File: src/rtl/iaw_pkg.sv
package iaw_pkg;

    // Register indices seen by the host
    localparam int unsigned REG_MRA  = 0;  // memory read pointer
    localparam int unsigned REG_MRD  = 1;  // memory read data
    localparam int unsigned REG_MWA  = 2;  // memory write pointer
    localparam int unsigned REG_MWD  = 3;  // memory write data
    localparam int unsigned REG_PRA  = 4;  // peripheral read offset/count
    localparam int unsigned REG_PRD  = 5;  // peripheral read data
    localparam int unsigned REG_PWA  = 6;  // peripheral write offset/count
    localparam int unsigned REG_PWD  = 7;  // peripheral write data
    localparam int unsigned REG_STS  = 8;  // sticky error status
    localparam int unsigned NUM_REGS = 9;

    // Which outstanding internal read is in flight
    typedef enum logic [1:0] {
        FK_NONE     = 2'd0,
        FK_PREFETCH = 2'd1,
        FK_MEM      = 2'd2,
        FK_PRPH     = 2'd3
    } fetch_kind_e;

endpackage

File: src/rtl/iaw_reg_decode.sv
module iaw_reg_decode #(
    parameter int unsigned REG_AW = 4,
    parameter int unsigned NREG   = 9
) (
    input  logic              acc_i,
    input  logic              we_i,
    input  logic [REG_AW-1:0] idx_i,
    output logic [NREG-1:0]   wr_hit_o,
    output logic [NREG-1:0]   rd_hit_o
);

    for (genvar i = 0; i < NREG; i++) begin : g_hit
        logic sel;
        assign sel         = (idx_i == REG_AW'(i));
        assign wr_hit_o[i] = acc_i && we_i && sel;
        assign rd_hit_o[i] = acc_i && !we_i && sel;
    end

endmodule

File: src/rtl/iaw_lane_mask.sv
module iaw_lane_mask #(
    parameter int unsigned DW = 32,
    localparam int unsigned NB = DW / 8,
    localparam int unsigned CW = $clog2(NB)
) (
    input  logic [CW-1:0] cnt_i,
    input  logic [DW-1:0] din_i,
    output logic [NB-1:0] be_o,
    output logic [DW-1:0] dout_o
);

    // Lane g is active when the encoded size (bytes minus one) reaches it
    for (genvar g = 0; g < NB; g++) begin : g_lane
        assign be_o[g]          = ({1'b0, cnt_i} >= (CW + 1)'(g));
        assign dout_o[g*8 +: 8] = be_o[g] ? din_i[g*8 +: 8] : 8'h00;
    end

endmodule

File: src/rtl/iaw_window.sv
module iaw_window
    import iaw_pkg::*;
#(
    parameter int unsigned   DW        = 32,
    parameter int unsigned   AW        = 32,
    parameter int unsigned   REG_AW    = 4,
    parameter int unsigned   OFF_W     = 16,
    parameter int unsigned   CNT_LSB   = 24,
    parameter logic [DW-1:0] IDLE_WORD = 32'hA5A5_A5A5
) (
    input  logic              clk,
    input  logic              rst_n,
    input  logic              wake_i,
    input  logic              host_req_i,
    input  logic              host_we_i,
    input  logic [REG_AW-1:0] host_reg_i,
    input  logic [DW-1:0]     host_wdata_i,
    output logic              host_ready_o,
    output logic              host_rvalid_o,
    output logic [DW-1:0]     host_rdata_o,
    output logic              int_req_o,
    output logic              int_we_o,
    output logic              int_prph_o,
    output logic [AW-1:0]     int_addr_o,
    output logic [DW/8-1:0]   int_be_o,
    output logic [DW-1:0]     int_wdata_o,
    input  logic [DW-1:0]     int_rdata_i
);

    localparam int unsigned NB   = DW / 8;
    localparam int unsigned CW   = $clog2(NB);
    localparam logic [AW-1:0] STEP = AW'(NB);

    typedef struct packed {
        logic [AW-1:0]    rd_ptr;
        logic [AW-1:0]    wr_ptr;
        logic [DW-1:0]    pbuf;
        logic             pbuf_vld;
        logic [OFF_W-1:0] prd_off;
        logic [CW-1:0]    prd_cnt;
        logic [OFF_W-1:0] pwr_off;
        logic [CW-1:0]    pwr_cnt;
        logic             err;
        logic             req;
        logic             we;
        logic             prph;
        logic [AW-1:0]    addr;
        logic [NB-1:0]    be;
        logic [DW-1:0]    wdata;
        fetch_kind_e      iss;
        fetch_kind_e      cap;
        logic             rvalid;
        logic [DW-1:0]    rdata;
    } st_t;

    st_t st_d, st_q;

    logic                busy;
    logic                acc;
    logic [NUM_REGS-1:0] wr_hit;
    logic [NUM_REGS-1:0] rd_hit;
    logic [NB-1:0]       rd_be;
    logic [DW-1:0]       rd_masked;
    logic [NB-1:0]       wr_be;
    logic [DW-1:0]       wr_masked;

    assign busy = (st_q.iss != FK_NONE) || (st_q.cap != FK_NONE);
    assign acc  = host_req_i && !busy;

    iaw_reg_decode #(
        .REG_AW (REG_AW),
        .NREG   (NUM_REGS)
    ) u_decode (
        .acc_i    (acc),
        .we_i     (host_we_i),
        .idx_i    (host_reg_i),
        .wr_hit_o (wr_hit),
        .rd_hit_o (rd_hit)
    );

    // Read path: lanes from the read count mask returned peripheral data
    iaw_lane_mask #(.DW(DW)) u_rd_lanes (
        .cnt_i  (st_q.prd_cnt),
        .din_i  (int_rdata_i),
        .be_o   (rd_be),
        .dout_o (rd_masked)
    );

    // Write path: lanes from the write count gate host data
    iaw_lane_mask #(.DW(DW)) u_wr_lanes (
        .cnt_i  (st_q.pwr_cnt),
        .din_i  (host_wdata_i),
        .be_o   (wr_be),
        .dout_o (wr_masked)
    );

    function automatic logic [DW-1:0] pack_prph(input logic [OFF_W-1:0] off,
                                                input logic [CW-1:0]    cnt);
        logic [DW-1:0] v;
        v                   = '0;
        v[OFF_W-1:0]        = off;
        v[CNT_LSB +: CW]    = cnt;
        return v;
    endfunction

    always_comb begin
        st_d        = st_q;
        st_d.req    = 1'b0;
        st_d.we     = 1'b0;
        st_d.prph   = 1'b0;
        st_d.rvalid = 1'b0;
        st_d.iss    = FK_NONE;
        st_d.cap    = st_q.iss;

        // Capture data of the read issued two edges ago
        case (st_q.cap)
            FK_PREFETCH: begin
                st_d.pbuf     = int_rdata_i;
                st_d.pbuf_vld = 1'b1;
            end
            FK_MEM: begin
                st_d.rvalid = 1'b1;
                st_d.rdata  = int_rdata_i;
                st_d.rd_ptr = st_q.rd_ptr + STEP;
            end
            FK_PRPH: begin
                st_d.rvalid = 1'b1;
                st_d.rdata  = rd_masked;
            end
            default: ;
        endcase

        // Memory read pointer
        if (wr_hit[REG_MRA]) begin
            st_d.rd_ptr   = host_wdata_i[AW-1:0];
            st_d.pbuf_vld = 1'b0;
            if (wake_i) begin
                st_d.req  = 1'b1;
                st_d.addr = host_wdata_i[AW-1:0];
                st_d.be   = '1;
                st_d.iss  = FK_PREFETCH;
            end
        end
        if (rd_hit[REG_MRA]) begin
            st_d.rvalid = 1'b1;
            st_d.rdata  = DW'(st_q.rd_ptr);
        end

        // Memory read data
        if (rd_hit[REG_MRD]) begin
            if (!wake_i) begin
                st_d.rvalid = 1'b1;
                st_d.rdata  = IDLE_WORD;
                st_d.err    = 1'b1;
            end else if (st_q.pbuf_vld) begin
                st_d.rvalid   = 1'b1;
                st_d.rdata    = st_q.pbuf;
                st_d.rd_ptr   = st_q.rd_ptr + STEP;
                st_d.pbuf_vld = 1'b0;
                st_d.req      = 1'b1;
                st_d.addr     = st_q.rd_ptr + STEP;
                st_d.be       = '1;
                st_d.iss      = FK_PREFETCH;
            end else begin
                st_d.req  = 1'b1;
                st_d.addr = st_q.rd_ptr;
                st_d.be   = '1;
                st_d.iss  = FK_MEM;
            end
        end

        // Memory write pointer and data
        if (wr_hit[REG_MWA]) begin
            st_d.wr_ptr = host_wdata_i[AW-1:0];
        end
        if (rd_hit[REG_MWA]) begin
            st_d.rvalid = 1'b1;
            st_d.rdata  = DW'(st_q.wr_ptr);
        end
        if (wr_hit[REG_MWD]) begin
            if (wake_i) begin
                st_d.req    = 1'b1;
                st_d.we     = 1'b1;
                st_d.addr   = st_q.wr_ptr;
                st_d.be     = '1;
                st_d.wdata  = host_wdata_i;
                st_d.wr_ptr = st_q.wr_ptr + STEP;
            end else begin
                st_d.err = 1'b1;
            end
        end
        if (rd_hit[REG_MWD] || rd_hit[REG_PWD]) begin
            st_d.rvalid = 1'b1;
            st_d.rdata  = '0;
        end

        // Peripheral offset/count registers
        if (wr_hit[REG_PRA]) begin
            st_d.prd_off = host_wdata_i[OFF_W-1:0];
            st_d.prd_cnt = host_wdata_i[CNT_LSB +: CW];
        end
        if (rd_hit[REG_PRA]) begin
            st_d.rvalid = 1'b1;
            st_d.rdata  = pack_prph(st_q.prd_off, st_q.prd_cnt);
        end
        if (wr_hit[REG_PWA]) begin
            st_d.pwr_off = host_wdata_i[OFF_W-1:0];
            st_d.pwr_cnt = host_wdata_i[CNT_LSB +: CW];
        end
        if (rd_hit[REG_PWA]) begin
            st_d.rvalid = 1'b1;
            st_d.rdata  = pack_prph(st_q.pwr_off, st_q.pwr_cnt);
        end

        // Peripheral data registers: no offset advance
        if (rd_hit[REG_PRD]) begin
            if (wake_i) begin
                st_d.req  = 1'b1;
                st_d.prph = 1'b1;
                st_d.addr = AW'(st_q.prd_off);
                st_d.be   = rd_be;
                st_d.iss  = FK_PRPH;
            end else begin
                st_d.rvalid = 1'b1;
                st_d.rdata  = IDLE_WORD;
                st_d.err    = 1'b1;
            end
        end
        if (wr_hit[REG_PWD]) begin
            if (wake_i) begin
                st_d.req   = 1'b1;
                st_d.we    = 1'b1;
                st_d.prph  = 1'b1;
                st_d.addr  = AW'(st_q.pwr_off);
                st_d.be    = wr_be;
                st_d.wdata = wr_masked;
            end else begin
                st_d.err = 1'b1;
            end
        end

        // Sticky status, write one to clear
        if (wr_hit[REG_STS] && host_wdata_i[0]) begin
            st_d.err = 1'b0;
        end
        if (rd_hit[REG_STS]) begin
            st_d.rvalid = 1'b1;
            st_d.rdata  = DW'(st_q.err);
        end
    end

    always_ff @(posedge clk or negedge rst_n) begin
        if (!rst_n) begin
            st_q <= '0;
        end else begin
            st_q <= st_d;
        end
    end

    assign host_ready_o  = !busy;
    assign host_rvalid_o = st_q.rvalid;
    assign host_rdata_o  = st_q.rdata;
    assign int_req_o     = st_q.req;
    assign int_we_o      = st_q.we;
    assign int_prph_o    = st_q.prph;
    assign int_addr_o    = st_q.addr;
    assign int_be_o      = st_q.be;
    assign int_wdata_o   = st_q.wdata;

endmodule

File: config.mk
export PLATFORM = sky130hd
export DESIGN_NAME = iaw_window
export DESIGN_NICKNAME = d
export VERILOG_FILES = /design/src/rtl/iaw_pkg.sv /design/src/rtl/iaw_reg_decode.sv /design/src/rtl/iaw_lane_mask.sv /design/src/rtl/iaw_window.sv
export SDC_FILE = /design/constraint.sdc
export NUM_CORES = 1
export LEC_CHECK = 0
export CORE_ASPECT_RATIO = 0.7
export CORE_MARGIN = 2
export CORE_UTILIZATION = 44
export DETAILED_ROUTE_END_ITERATION = 16
export PLACE_DENSITY = 0.76
export SLEW_MARGIN = 20
export SYNTH_ARGS = -nofsm -noshare
export SYNTH_HDL_FRONTEND = slang
export SYNTH_HIERARCHICAL = 1
export SYNTH_SLANG_ARGS = --single-unit
File: constraint.sdc
create_clock -name clk -period 8.2 [get_ports clk]
set_clock_uncertainty 0.15 [all_clocks]
set_input_delay 1.64 -clock clk [delete_from_list [all_inputs] [get_ports clk]]
set_output_delay 1.64 -clock clk [all_outputs]
set_load 0.02 [all_outputs]
## After elaboration in Yosys (flattened, before gate mapping)

Cells that the tools add are included.

- Register bits: 242
- Latch bits: 0
- RAM bits: 0
- Memory bits (read-only): 0
- Input bits: 73
- Logic and storage cells: 127
- Memories kept: 0

- Add/subtract/negate cells: 2
- Multiply operators: 0
- Div/mod/pow operators: 0
- Magnitude comparators: 6
- Equal/unequal tests: 11
- Shift operators: 0
- Multiplexer cells: 62
- Bitwise operators: 0
- Reductions and logical operators: 27

Operator list:

| operator | number |
|---|---|
| $mux 33 | 11 |
| $mux 32 | 8 |
| $mux 36 | 5 |
| $mux 68 | 2 |
| $mux 37 | 2 |
| $mux 72 | 1 |
| $mux 71 | 1 |
| $pmux 33 s2 | 1 |
| $add 32x3->32 const B | 2 |
| $mux 8 | 6 |
| $logic_and 1x1->1 | 20 |
| $eq 4x3->1 const B | 4 |
| $mux 1 | 16 |
| $mux 2 | 8 |
| $eq 4x2->1 const B | 2 |
| $ge 2x2->1 const B | 4 |
| $eq 2x2->1 const B | 2 |
| $eq 4x1->1 const B | 1 |
| $eq 4x4->1 const B | 1 |
| $ge 2x1->1 const B | 2 |
| $logic_not 4->1 | 1 |
| $reduce_bool 2->1 | 2 |
| $mux 3 | 1 |
| $eq 2x1->1 const B | 1 |
| other kinds (2) | 4 |

## Longest topological paths before layout

- Depth after elaboration: 17
- Gate-level depth with buffers: 15
- Mapped depth without buffers: 9

## By module

Netlist, hierarchy kept.

By module, submodules not included:

| module | times used | cells an instance | area each (um^2) | seq. area each (um^2) |
|---|---|---|---|---|
| iaw_window | 1 | 1,672 | 14,642.8 | 6,055.8 |
| iaw_lane_mask | 2 | 40 | 274.0 | 0.0 |
| iaw_reg_decode | 1 | 27 | 165.2 | 0.0 |

## Worst setup path after synthesis

Ideal clock, no wire load.

- Kind: register to register
- Start point: register st_q[33] (netlist bit)
- End point: register st_q[227] (netlist bit)
- Setup time: 0.126 ns
- Arrival time: 4.066 ns
- Required time: 7.924 ns
- Path slack: 3.858 ns
- Stages on the path, launching flop included: 16
- Buffers on the path: 7
- Cell sequence: dfrtp_1 buf_2 buf_2 buf_2 nor4_1 and2_1 or4b_4 nor2_1 clkbuf_1 and3_1 clkbuf_1 clkbuf_1 buf_1 o21ai_0 a21oi_1 nor2_1

RTL lines:

| item | RTL line | RTL |
|---|---|---|
| from (decl) | iaw_window.sv:56 | `st_t st_d, st_q;` |
| from (signal assigned) | iaw_window.sv:256 | `st_q <= st_d;` |

==> results_dict.tcl <==
set metrics [dict create \
    status "completed" \
    drcViolationCount 0 \
    power_frac_clock 0.275 \
    fmax_mhz 206.6 \
    max-slew-margin-rel 0.2141 \
    regArea_mm2 0.006058 \
    hpwl_mm 42.12 \
    combPwrFrac 0.277 \
    io_pins 178 \
    hold_viol_final 0 \
    postCtsSetupBuffers 0 \
    leakage_nw 6.945 \
    critPathCaptureType "flop" \
    setup_tns_ps 0 \
    fin_area_mm2 0.01735 \
    hp-class "reg -> reg" \
    syn_area_mm2 0.01535 \
    fin_util 0.5026 \
    antenna_found_initial 1 \
    portBuffers 177 \
    track_usage 0.3241 \
    slew_violations 0 \
    whs_ps 230.6 \
    hold_buffers 0 \
    grt_pass1_wl_mm 88.38 \
    syn_nets 1852 \
    period_needed_ps 4841 \
    grt_setup_unrepaired "false" \
    cp.required_ps 8450 \
    worst_slew_pin_slew_ps 1175 \
    syn_to_final_growth_pct 13.03 \
    internal_power_mw 2.748 \
    post-route-period-util 0.5903 \
    via_count 14510 \
    cap_viol_max_count 0 \
    clk_pin_slew_ps 60 \
    detail-route-antenna-nets 0 \
    synth_cells 1777 \
    yosys_warnings 6 \
    grt_pass1_vias 13500 \
    startpoint_type "input port" \
    rows 57 \
    grt_max_degree 151 \
    start_util 0.4446 \
    multi_input_area_mm2 0.007796 \
    route.detailed.wl_per_inst_um 26.71 \
    routed_via_density 6.482 \
    globalplace.congestion 1.002 \
    placed_area_mm2 0.01652 \
    dieHeight_um 160.3 \
    path_class "in -> reg" \
    crit_fanout 15 \
    drtIter0Drc 2069 \
    worstPathArrival_ps 5090 \
    core_area_mm2 0.03452 \
    vdd_drop_max_uv 152.8 \
    fillers 3250 \
    clock_sinks 242 \
    cts_resized 0 \
    grt-ovfl-total 0 \
    cts-buffers-inserted 25 \
    switching_share 0.3691 \
    setup_viol 0 \
    cts_tree "built" \
    nets 1825 \
    fp.dieW_um 227.2 \
    synth_area_per_cell_um2 8.637 \
    worstSkewPairLatency_ps 560 \
    wirelength_mm 59.77 \
    drive_gt1_frac 0.09570 \
    power.density_mw_per_mm2 251.1 \
    switchingPower_mw 1.608 \
    cts.htree.levels 1 \
    diodes 0 \
    clock-root-buffer "clkbuf_16" \
    p_seq_frac 0.448 \
    clk_path_buf_depth 3 \
    die_area_mm2 0.03642 \
    dr.pass1.iters 6 \
]
-- sequential cells by signal, indices dropped and copies added (netlist names) --
register,cells
host_rdata_o,32
host_rvalid_o,1
int_addr_o,32
int_be_o,4
int_prph_o,1
int_req_o,1
int_wdata_o,32
int_we_o,1
st_d,2
st_q,136
-- metal layers --
metal,global-route usage,up-vias,share of wire
met5,0,-,0.00020
met4,0.05734,2,0.019
met3,0.1373,99,0.16
met2,0.4174,1032,0.38
met1,0.4988,7100,0.44
li1,-,6274,-
-- final cells by class --
cell class,instances,share of cell area
Multi-Input combinational cell,1261,0.4494
Sequential cell,242,0.3492
Timing Repair Buffer,210,0.1174
Clock buffer,34,0.04032
Tap cell,472,0.03404
Clock inverter,9,0.007429
Inverter,10,0.002164
-- power by group through the flow --
| stage | Clock, mW | Sequential, mW | Combinational, mW |
|---|---|---|---|
| final | 1.20 | 1.95 | 1.21 |
| after global routing | 1.25 | 1.97 | 1.29 |
| after CTS | 1.21 | 1.91 | 1.19 |
| after detailed placement | 0 | 1.93 | 1.19 |
| after global placement | 0 | 1.92 | 1.17 |
| after floorplan | 0 | 1.64 | 0.988 |
-- placed cells by master (no fill, tap or decap), types with 6 or more instances in the layout --
| cell | n |
|---|---|
| nand2_1 | 222 |
| a221oi_1 | 17 |
| o21a_1 | 21 |
| a221o_1 | 7 |
| mux2i_1 | 43 |
| a211oi_1 | 68 |
| xnor2_1 | 19 |
| clkdlybuf4s50_1 | 176 |
| xor2_1 | 12 |
| a311oi_1 | 13 |
| dfrtp_1 | 240 |
| or3_1 | 14 |
| and2_1 | 31 |
| o21ai_0 | 81 |
| o211ai_1 | 13 |
| buf_4 | 32 |
| a22oi_1 | 6 |
| a31oi_1 | 40 |
| and4_1 | 7 |
| inv_1 | 7 |
| a21o_1 | 10 |
| nor4_1 | 12 |
| o22ai_1 | 21 |
| and3_1 | 35 |
| a2bb2oi_1 | 7 |
| nor2_1 | 163 |
| nor3_1 | 24 |
| mux2_2 | 70 |
| o221ai_1 | 15 |
| nand3_1 | 45 |
| nand2b_1 | 9 |
| clkbuf_16 | 25 |
| nand4_1 | 21 |
| nand3b_1 | 9 |
| o311ai_0 | 6 |
| a21oi_1 | 116 |
| o31ai_1 | 7 |
-- final timing paths --
kind                                     to  slack, ps  depth (start not counted)        from
setup / recovery           host_rdata_o[29]       3360                          8  host_req_i
hold reg to reg                    st_q[33]        230                          0    st_d[33]
setup reg to reg           host_rdata_o[29]       3780                          8    st_q[33]
hold / removal                     st_q[33]        230                          0    st_d[33]
max in group asynchronous       int_be_o[2]       5670                          2       rst_n
min in group asynchronous         st_q[165]        930                          1       rst_n
-- worst max-delay path, cell delays in order --
cell	delay (ps)
clkdlybuf4s50_1	520
and2_1	300
nand4bb_1	320
nor2_1	180
buf_4	270
nor2b_1	910
o21ai_1	430
a221oi_1	500
-- stage by stage --
step                      power (mW)  instances  worst slack, ps
after detailed placement       3.113       2195             2918
after floorplan                2.630       1777             3858
after CTS                      4.313       2238             3485
after global routing           4.514       2238             3240
after global placement         3.091       2195             3040
final                          4.356       2238             3359
No activity file was read; power rests on OpenSTA's default activity.
